<file path="config.mk">
export PLATFORM = sky130hd
export DESIGN_NAME = tune_phase_engine
export DESIGN_NICKNAME = d
export VERILOG_FILES = /design/src/rtl/tune_pkg.sv /design/src/rtl/tune_dll_seq.sv /design/src/rtl/tune_word_cmp.sv /design/src/rtl/tune_run_track.sv /design/src/rtl/tune_phase_engine.sv
export SDC_FILE = /design/constraint.sdc
export NUM_CORES = 1
export LEC_CHECK = 0
export BUFFER_PORTS_ARGS = -buffer_cell sky130_fd_sc_hd__buf_4
export CAP_MARGIN = 20
export CORE_MARGIN = 8
export CORE_UTILIZATION = 55
export DETAILED_ROUTE_END_ITERATION = 8
export MAX_ROUTING_LAYER = met4
export PLACE_DENSITY_LB_ADDON = 0.2
export REMOVE_ABC_BUFFERS = 1
export SLEW_MARGIN = 20
export SYNTH_ARGS = -nofsm -noshare
export SYNTH_HDL_FRONTEND = slang
export SYNTH_SLANG_ARGS = --single-unit
</file>
<file path="constraint.sdc">
create_clock -name clk -period 5 [get_ports clk]
set_input_delay 0.5 -clock clk [delete_from_list [all_inputs] [get_ports clk]]
set_output_delay 0.5 -clock clk [all_outputs]
set_load 0.1 [all_outputs]
</file>
<file path="src/rtl/tune_pkg.sv">
package tune_pkg;

    localparam int WORD_W = 32;

    typedef enum logic [1:0] {
        ERR_NONE    = 2'd0,
        ERR_WIDTH   = 2'd1,
        ERR_TIMEOUT = 2'd2,
        ERR_NOPASS  = 2'd3
    } tune_err_e;

    localparam logic [1:0] BW_NARROW = 2'b01;
    localparam logic [1:0] BW_WIDE   = 2'b10;

    localparam logic [2:0] MODE_OFF  = 3'd0;
    localparam logic [2:0] MODE_MID  = 3'd2;
    localparam logic [2:0] MODE_HIGH = 3'd3;

    typedef enum logic [3:0] {
        T_IDLE, T_SEQ, T_REQ, T_RECV, T_EVAL, T_PICK, T_ARM, T_PROG, T_RESTORE
    } tune_state_e;

    typedef enum logic [1:0] {
        SQ_IDLE, SQ_FORCE, SQ_CAL, SQ_POLL
    } dll_state_e;

    typedef struct packed {
        logic       wide;
        logic [2:0] mode;
    } tune_cfg_t;

    // Expected content of word k of the tuning block.
    function automatic logic [WORD_W-1:0] ref_word(input logic wide, input logic [7:0] idx);
        logic [7:0] b;
        b = 8'(int'(idx) * 37) + (wide ? 8'h5A : 8'hC3);
        return {4{b}};
    endfunction

endpackage

</file>
<file path="src/rtl/tune_dll_seq.sv">
module tune_dll_seq
    import tune_pkg::*;
#(
    parameter int TAP_W      = 7,
    parameter int POLL_LIMIT = 1000,
    localparam int POLL_W    = $clog2(POLL_LIMIT + 1)
) (
    input  logic             clk,
    input  logic             rst,
    input  logic             go,
    input  logic [TAP_W-1:0] tap,
    input  logic             calib_ack,
    input  logic             drop_force,
    output logic [TAP_W-1:0] count,
    output logic             frc,
    output logic             calib,
    output logic             done
);

    dll_state_e        st;
    logic [POLL_W-1:0] polls;

    always_ff @(posedge clk) begin
        if (rst) begin
            st    <= SQ_IDLE;
            count <= '0;
            frc   <= 1'b0;
            calib <= 1'b0;
            done  <= 1'b0;
            polls <= '0;
        end else begin
            done <= 1'b0;
            case (st)
                SQ_IDLE: if (go) begin
                    count <= tap;
                    calib <= 1'b0;
                    st    <= SQ_FORCE;
                end
                SQ_FORCE: begin
                    frc <= 1'b1;
                    st  <= SQ_CAL;
                end
                SQ_CAL: begin
                    calib <= 1'b1;
                    polls <= '0;
                    st    <= SQ_POLL;
                end
                SQ_POLL: begin
                    if (calib_ack || polls == POLL_W'(POLL_LIMIT - 1)) begin
                        calib <= 1'b0;
                        done  <= 1'b1;
                        st    <= SQ_IDLE;
                    end else begin
                        polls <= polls + 1'b1;
                    end
                end
                default: st <= SQ_IDLE;
            endcase
            if (drop_force) frc <= 1'b0;
        end
    end

endmodule

</file>
<file path="src/rtl/tune_word_cmp.sv">
module tune_word_cmp
    import tune_pkg::*;
#(
    parameter int WCNT_W = 6
) (
    input  logic              clk,
    input  logic              rst,
    input  logic              clear,
    input  logic              wide,
    input  logic [WCNT_W-1:0] n_words,
    input  logic              word_valid,
    input  logic [WORD_W-1:0] word,
    output logic              mismatch,
    output logic              got_all
);

    logic [WCNT_W-1:0] cnt;

    assign got_all = (cnt == n_words);

    always_ff @(posedge clk) begin
        if (rst || clear) begin
            cnt      <= '0;
            mismatch <= 1'b0;
        end else if (word_valid && !got_all) begin
            if (word != ref_word(wide, 8'(cnt))) mismatch <= 1'b1;
            cnt <= cnt + 1'b1;
        end
    end

endmodule

</file>
<file path="src/rtl/tune_run_track.sv">
module tune_run_track #(
    parameter int IDX_W = 5,
    parameter int LEN_W = 6
) (
    input  logic             clk,
    input  logic             rst,
    input  logic             clear,
    input  logic             eval,
    input  logic             pass,
    input  logic [IDX_W-1:0] idx,
    output logic [IDX_W-1:0] best_start,
    output logic [LEN_W-1:0] best_len
);

    logic             prev_pass;
    logic [IDX_W-1:0] cur_start;
    logic [LEN_W-1:0] cur_len;
    logic [IDX_W-1:0] n_start;
    logic [LEN_W-1:0] n_len;

    always_comb begin
        if (prev_pass) begin
            n_start = cur_start;
            n_len   = cur_len + 1'b1;
        end else begin
            n_start = idx;
            n_len   = LEN_W'(1);
        end
    end

    always_ff @(posedge clk) begin
        if (rst || clear) begin
            prev_pass  <= 1'b0;
            cur_start  <= '0;
            cur_len    <= '0;
            best_start <= '0;
            best_len   <= '0;
        end else if (eval) begin
            if (pass) begin
                prev_pass <= 1'b1;
                cur_start <= n_start;
                cur_len   <= n_len;
                if (n_len > best_len) begin
                    best_start <= n_start;
                    best_len   <= n_len;
                end
            end else begin
                prev_pass <= 1'b0;
                cur_len   <= '0;
            end
        end
    end

endmodule

</file>
<file path="src/rtl/tune_phase_engine.sv">
module tune_phase_engine
    import tune_pkg::*;
#(
    parameter int TAP_W        = 7,
    parameter int TAP_LIMIT    = 127,
    parameter int TAP_STEP     = 4,
    parameter int POLL_LIMIT   = 1000,
    parameter int WORDS_NARROW = 16,
    parameter int WORDS_WIDE   = 32,
    localparam int NTRIAL      = (TAP_LIMIT + TAP_STEP - 1) / TAP_STEP,
    localparam int IDX_W       = $clog2(NTRIAL),
    localparam int LEN_W       = $clog2(NTRIAL + 1),
    localparam int WCNT_W      = $clog2(WORDS_WIDE + 1),
    localparam int BYTES_W     = $clog2(4 * WORDS_WIDE + 1)
) (
    input  logic               clk,
    input  logic               rst,
    input  logic               start,
    input  logic               restore,
    input  logic [1:0]         bus_width,
    input  logic [1:0]         clk_band,
    input  logic               sdr50_needs_tune,
    output logic               trial_req_valid,
    input  logic               trial_req_ready,
    output logic [BYTES_W-1:0] trial_bytes,
    input  logic               trial_word_valid,
    input  logic [WORD_W-1:0]  trial_word,
    input  logic               trial_timeout,
    output logic [TAP_W-1:0]   dl_count,
    output logic               dl_force,
    output logic               dl_calib,
    output logic               dl_swt,
    input  logic               dl_calib_ack,
    output logic [2:0]         speed_mode,
    output logic               sclk_tuned,
    output logic               done,
    output logic [1:0]         err_code,
    output logic [TAP_W-1:0]   best_delay,
    output logic [LEN_W-1:0]   best_len,
    output logic               tuned
);

    localparam logic [WCNT_W-1:0] NW_NARROW = WCNT_W'(WORDS_NARROW);
    localparam logic [WCNT_W-1:0] NW_WIDE   = WCNT_W'(WORDS_WIDE);

    tune_state_e       st;
    tune_cfg_t         cfg_q;
    logic [TAP_W:0]    tap_q;
    logic [TAP_W:0]    nxt_tap;
    logic [IDX_W-1:0]  trial_q;
    logic [TAP_W-1:0]  final_q;
    logic [TAP_W-1:0]  stored_q;
    logic [TAP_W-1:0]  pick_tap;

    logic              width_ok;
    logic              need_tune;
    logic              sweep_end;
    logic              seq_go;
    logic [TAP_W-1:0]  seq_tap;
    logic              seq_done;
    logic              fail_now;
    tune_err_e         fail_code;

    logic [WCNT_W-1:0] n_words;
    logic              cmp_mismatch;
    logic              cmp_all;
    logic [IDX_W-1:0]  trk_start;
    logic [LEN_W-1:0]  trk_len;

    assign width_ok  = (bus_width == BW_NARROW) || (bus_width == BW_WIDE);
    assign need_tune = clk_band[1] || (clk_band[0] && sdr50_needs_tune);
    assign nxt_tap   = tap_q + (TAP_W + 1)'(TAP_STEP);
    assign sweep_end = nxt_tap >= (TAP_W + 1)'(TAP_LIMIT);
    assign pick_tap  = TAP_W'(TAP_STEP * (int'(trk_start) + int'(trk_len >> 1)));

    assign n_words         = cfg_q.wide ? NW_WIDE : NW_NARROW;
    assign trial_bytes     = BYTES_W'(4 * int'(n_words));
    assign trial_req_valid = (st == T_REQ);

    always_comb begin
        fail_now  = 1'b0;
        fail_code = ERR_TIMEOUT;
        if ((st == T_REQ || st == T_RECV) && trial_timeout) begin
            fail_now = 1'b1;
        end else if (st == T_PICK && trk_len == '0) begin
            fail_now  = 1'b1;
            fail_code = ERR_NOPASS;
        end
    end

    always_comb begin
        seq_go  = 1'b0;
        seq_tap = tap_q[TAP_W-1:0];
        case (st)
            T_IDLE: begin
                if (start && width_ok && need_tune) begin
                    seq_go  = 1'b1;
                    seq_tap = '0;
                end else if (!start && restore && tuned) begin
                    seq_go  = 1'b1;
                    seq_tap = stored_q;
                end
            end
            T_EVAL: if (!sweep_end) begin
                seq_go  = 1'b1;
                seq_tap = nxt_tap[TAP_W-1:0];
            end
            T_ARM: begin
                seq_go  = 1'b1;
                seq_tap = final_q;
            end
            default: ;
        endcase
    end

    tune_dll_seq #(
        .TAP_W      (TAP_W),
        .POLL_LIMIT (POLL_LIMIT)
    ) u_seq (
        .clk        (clk),
        .rst        (rst),
        .go         (seq_go),
        .tap        (seq_tap),
        .calib_ack  (dl_calib_ack),
        .drop_force (fail_now),
        .count      (dl_count),
        .frc        (dl_force),
        .calib      (dl_calib),
        .done       (seq_done)
    );

    tune_word_cmp #(
        .WCNT_W (WCNT_W)
    ) u_cmp (
        .clk        (clk),
        .rst        (rst),
        .clear      (st == T_REQ),
        .wide       (cfg_q.wide),
        .n_words    (n_words),
        .word_valid (trial_word_valid && st == T_RECV),
        .word       (trial_word),
        .mismatch   (cmp_mismatch),
        .got_all    (cmp_all)
    );

    tune_run_track #(
        .IDX_W (IDX_W),
        .LEN_W (LEN_W)
    ) u_trk (
        .clk        (clk),
        .rst        (rst),
        .clear      (st == T_IDLE && start),
        .eval       (st == T_EVAL),
        .pass       (!cmp_mismatch),
        .idx        (trial_q),
        .best_start (trk_start),
        .best_len   (trk_len)
    );

    always_ff @(posedge clk) begin
        if (rst) begin
            st         <= T_IDLE;
            cfg_q      <= '0;
            tap_q      <= '0;
            trial_q    <= '0;
            final_q    <= '0;
            stored_q   <= '0;
            dl_swt     <= 1'b0;
            speed_mode <= MODE_OFF;
            sclk_tuned <= 1'b0;
            done       <= 1'b0;
            err_code   <= ERR_NONE;
            best_delay <= '0;
            best_len   <= '0;
            tuned      <= 1'b0;
        end else begin
            done <= 1'b0;
            case (st)
                T_IDLE: begin
                    if (start) begin
                        if (!width_ok) begin
                            done       <= 1'b1;
                            err_code   <= ERR_WIDTH;
                            best_delay <= '0;
                            best_len   <= '0;
                        end else if (!need_tune) begin
                            done       <= 1'b1;
                            err_code   <= ERR_NONE;
                            best_delay <= '0;
                            best_len   <= '0;
                            tuned      <= 1'b0;
                        end else begin
                            cfg_q.wide <= (bus_width == BW_WIDE);
                            cfg_q.mode <= clk_band[1] ? MODE_HIGH : MODE_MID;
                            speed_mode <= clk_band[1] ? MODE_HIGH : MODE_MID;
                            sclk_tuned <= 1'b0;
                            dl_swt     <= 1'b1;
                            tuned      <= 1'b0;
                            tap_q      <= '0;
                            trial_q    <= '0;
                            st         <= T_SEQ;
                        end
                    end else if (restore && tuned) begin
                        st <= T_RESTORE;
                    end
                end
                T_SEQ:  if (seq_done) st <= T_REQ;
                T_REQ:  if (trial_req_ready) st <= T_RECV;
                T_RECV: if (cmp_all) st <= T_EVAL;
                T_EVAL: begin
                    if (sweep_end) begin
                        st <= T_PICK;
                    end else begin
                        tap_q   <= nxt_tap;
                        trial_q <= trial_q + 1'b1;
                        st      <= T_SEQ;
                    end
                end
                T_PICK: begin
                    final_q <= pick_tap;
                    dl_swt  <= 1'b0;
                    st      <= T_ARM;
                end
                T_ARM: st <= T_PROG;
                T_PROG: if (seq_done) begin
                    done       <= 1'b1;
                    err_code   <= ERR_NONE;
                    best_delay <= final_q;
                    best_len   <= trk_len;
                    stored_q   <= final_q;
                    tuned      <= 1'b1;
                    sclk_tuned <= 1'b1;
                    speed_mode <= cfg_q.mode;
                    st         <= T_IDLE;
                end
                T_RESTORE: if (seq_done) st <= T_IDLE;
                default: st <= T_IDLE;
            endcase
            if (fail_now) begin
                done       <= 1'b1;
                err_code   <= fail_code;
                best_delay <= '0;
                best_len   <= '0;
                speed_mode <= MODE_OFF;
                sclk_tuned <= 1'b0;
                dl_swt     <= 1'b0;
                st         <= T_IDLE;
            end
        end
    end

endmodule

</file>
==> impl_metrics.tcl <==
set metrics [dict create \
    crit_end "u_trk.best_len[2]$_SDFFE_PP0P_" \
    routedWlPerCell_microns 15.6 \
    die_y_microns 116 \
    tightest_slew_ns 1.03 \
    status "completed" \
    relSlewSlack_pct 31.3 \
    final.setup.tns_ns 0 \
    async_reset_ff_share_pct 0 \
    rsz0062_at_grt "no" \
    max-vdd-ir-drop_v 0.000198 \
    nets 784 \
    clock_path_buffers 2 \
    power_leakage_nw 2.41 \
    routed_via_density 5.61 \
    stdcell_count 831 \
    synth_seq_cells 98 \
    core_sq_um 9680 \
    crit_path_start_kind "flop" \
    skew_ns 0.0182 \
    worst_r2r_endpoint "u_trk.best_len[2]$_SDFFE_PP0P_" \
    cts-resized-gates 0 \
    cts_tree "yes" \
    drcViolationCount 0 \
    yosysWarnings 0 \
    drv_cap 0 \
    p_per_area_nw_per_um2 284 \
    clkTransAtPathRegs_ns 0.10 \
    globalplace.congestion 0.845 \
    die_area_sq_um 13300 \
    required_ns 5.22 \
    n_fill_cell 833 \
    synthDistinctLibCells 63 \
    initial_core_util_pct 56.3 \
    synth_cells 633 \
    cp_max_fo 17 \
    row_count 36 \
    arrival_ns 3.31 \
    setup_viol 0 \
    grt_pass1_vias 4609 \
    synth_edf_count 0 \
    grt_remaining_overflow 0 \
    grt_use_total_pct 20.6 \
    htree_num_levels 3 \
    vias 4666 \
    crit_type "reg -> reg" \
    routed_wl_microns 13000 \
    period_share_pct 61.8 \
    hp-class "in -> reg" \
    ys.flop_type "dfxtp_1" \
    yosysSeqAreaShare_pct 36.0 \
    reg2regPathDepth 10 \
    antenna_cells 0 \
    drive_above_1_share_pct 15.6 \
    fin_crit_ns 3.09 \
    dp_hpwl_microns 9880 \
    root_buffer "clkbuf_8" \
    hold_buffers 0 \
    drtPass1Iterations 5 \
    hold_violations 0 \
    netlist_area_sq_um 5450 \
    preCtsSetupSlack_ns 1.92 \
    numPortBuffers 75 \
    first_iter_violations 301 \
    grt_start_max_net_pins 45 \
    clk_latency_ns 0.37 \
    cts_buffers 9 \
    antenna_left 0 \
    register_area_sq_um 1960 \
    fmax_ghz 0.323 \
    io_pins 85 \
    placedCellCount 816 \
    crit_path_end_kind "flop" \
    setup_ws_ns 1.91 \
    drv_slew 0 \
    multi_input_comb_area_sq_um 3220 \
    syn_area_per_cell_sq_um 8.61 \
    post_cts_buffers 0 \
    reg2reg_from "u_trk.cur_len[1]$_SDFFE_PP0P_" \
    antenna_found_initial 0 \
    area_growth_syn_to_layout_pct 14.4 \
    utilization_pct 64.4 \
    clock-sinks 98 \
    r2r_setup_slack_ns 1.91 \
    grt_pass1_wl_microns 21500 \
    fp.dieW_microns 116 \
    worstSetupStartpoint "u_trk.cur_len[1]$_SDFFE_PP0P_" \
    min_from "clk_band[1]" \
]
## layout by cell type, fill, tap and decap left out, drive strengths merged, types with 14 or more instances in the layout
cell     n
nor3    18
a21oi   55
dfxtp   98
nand2   56
ha      41
a211oi  14
mux2i   24
nand3   26
inv     28
o21ai   15
nor2    85
buf     76
xnor2   27
## cells in the mapped netlist, types with 4 or more instances
library cell	number	area, sq um
xnor2_1	27	236
dfxtp_1	98	1960
nand2_1	56	210
nor3_1	15	75.1
o21ai_0	14	70.1
or3_1	8	50.1
a22oi_1	4	30.0
and2_1	7	43.8
a21oi_1	55	275
nor2_1	82	308
a211oi_1	10	75.1
ha_1	41	513
a31oi_1	7	43.8
fa_1	4	80.1
inv_1	26	97.6
nor4_1	6	37.5
a211oi_2	4	50.1
buf_4	11	82.6
nor3b_1	4	30.0
nand4_1	8	50.1
clkbuf_1	14	52.6
xor2_1	5	43.8
or4_1	6	45.0
nand3_1	26	130
nor2b_1	7	43.8
mux2i_1	24	240
and3_1	7	43.8
a221oi_1	4	35.0
## through the flow
step	hold WS (ns)	total power (W)	area, sq um
after floorplan	0.430	0.00112	5280
after global placement	0.439	0.00121	6020
after detailed placement	0.447	0.00122	6020
after CTS	0.423	0.00178	6230
after global routing	0.431	0.00184	6230
final	0.430	0.00177	6230
## power breakdown
part / internal [W] / switching, W / total (W)
Sequential: 0.000805 / 0.0000230 / 0.000828
Combinational: 0.000108 / 0.000269 / 0.000376
Clock: 0.000284 / 0.000279 / 0.000564
Total: 0.00120 / 0.000571 / 0.00177
## critical path, stage by stage (launching register included)
cell and delay [ns]:
dfxtp_1 0.39, ha_1 0.20, nand3_1 0.10, xnor2_1 0.13
and2_1 0.18, ha_1 0.28, and4_1 0.21, and3_1 0.20
a2111oi_4 0.93, mux2i_1 0.27, nor2_1 0.05
## cells by family (layout without fill, tap and decap cells)
logic type                 after synthesis  after routing  synth area share [%]
DFF                                     98             98                  36.0
muxes                                   24             24                  4.41
other                                    1              9                0.0688
AOI/OAI and AO/OA                      119            119                  14.7
and+or+nand+nor                        254            254                  23.4
xor gates and xnor gates                32             32                  5.14
buffers and inverters                   60            117                  5.37
adders and majority gates               45             45                  10.9
## worst min path at each step
stage	to	slack [ns]	cells after the start
floorplan	stored_q[5]$_SDFFE_PP0P_	0.43	2
global placement	best_len[5]$_SDFFE_PP0P_	0.44	2
detailed placement	best_len[2]$_SDFFE_PP0P_	0.45	2
CTS	cfg_q[0]$_SDFFE_PP0P_	0.42	3
global route	cfg_q[0]$_SDFFE_PP0P_	0.43	3
finish	cfg_q[0]$_SDFFE_PP0P_	0.43	3
## flip-flops by register name, summed over array words and instances, names as in the netlist, 2 cells and up
| register | count |
|---|---|
| best_delay | 5 |
| best_len | 6 |
| cfg_q | 3 |
| err_code | 2 |
| final_q | 5 |
| speed_mode | 2 |
| st | 4 |
| stored_q | 5 |
| tap_q | 6 |
| trial_q | 5 |
| u_cmp.cnt | 6 |
| u_seq.count | 6 |
| u_seq.polls | 10 |
| u_seq.st | 2 |
| u_trk.best_len | 6 |
| u_trk.best_start | 5 |
| u_trk.cur_len | 6 |
| u_trk.cur_start | 5 |
## layer usage
layer  track usage (%)  routed length [microns]  vias to the layer above
met5                 -                        0                        -
met3              2.34                      552                       16
met1              24.7                     5680                     2197
met4              7.27                      212                        0
li1                  -                        -                     2340
met2              34.9                     6560                      113
## final cells by class
cell class	instances	area share, %
Multi-Input combinational cell	483	51.7
Clock buffer	10	2.05
Timing Repair Buffer	76	9.15
Clock inverter	5	1.38
Sequential cell	98	31.5
Tap cell	133	2.67
Inverter	26	1.57
Note: power is estimated with default switching activity, not from simulation.
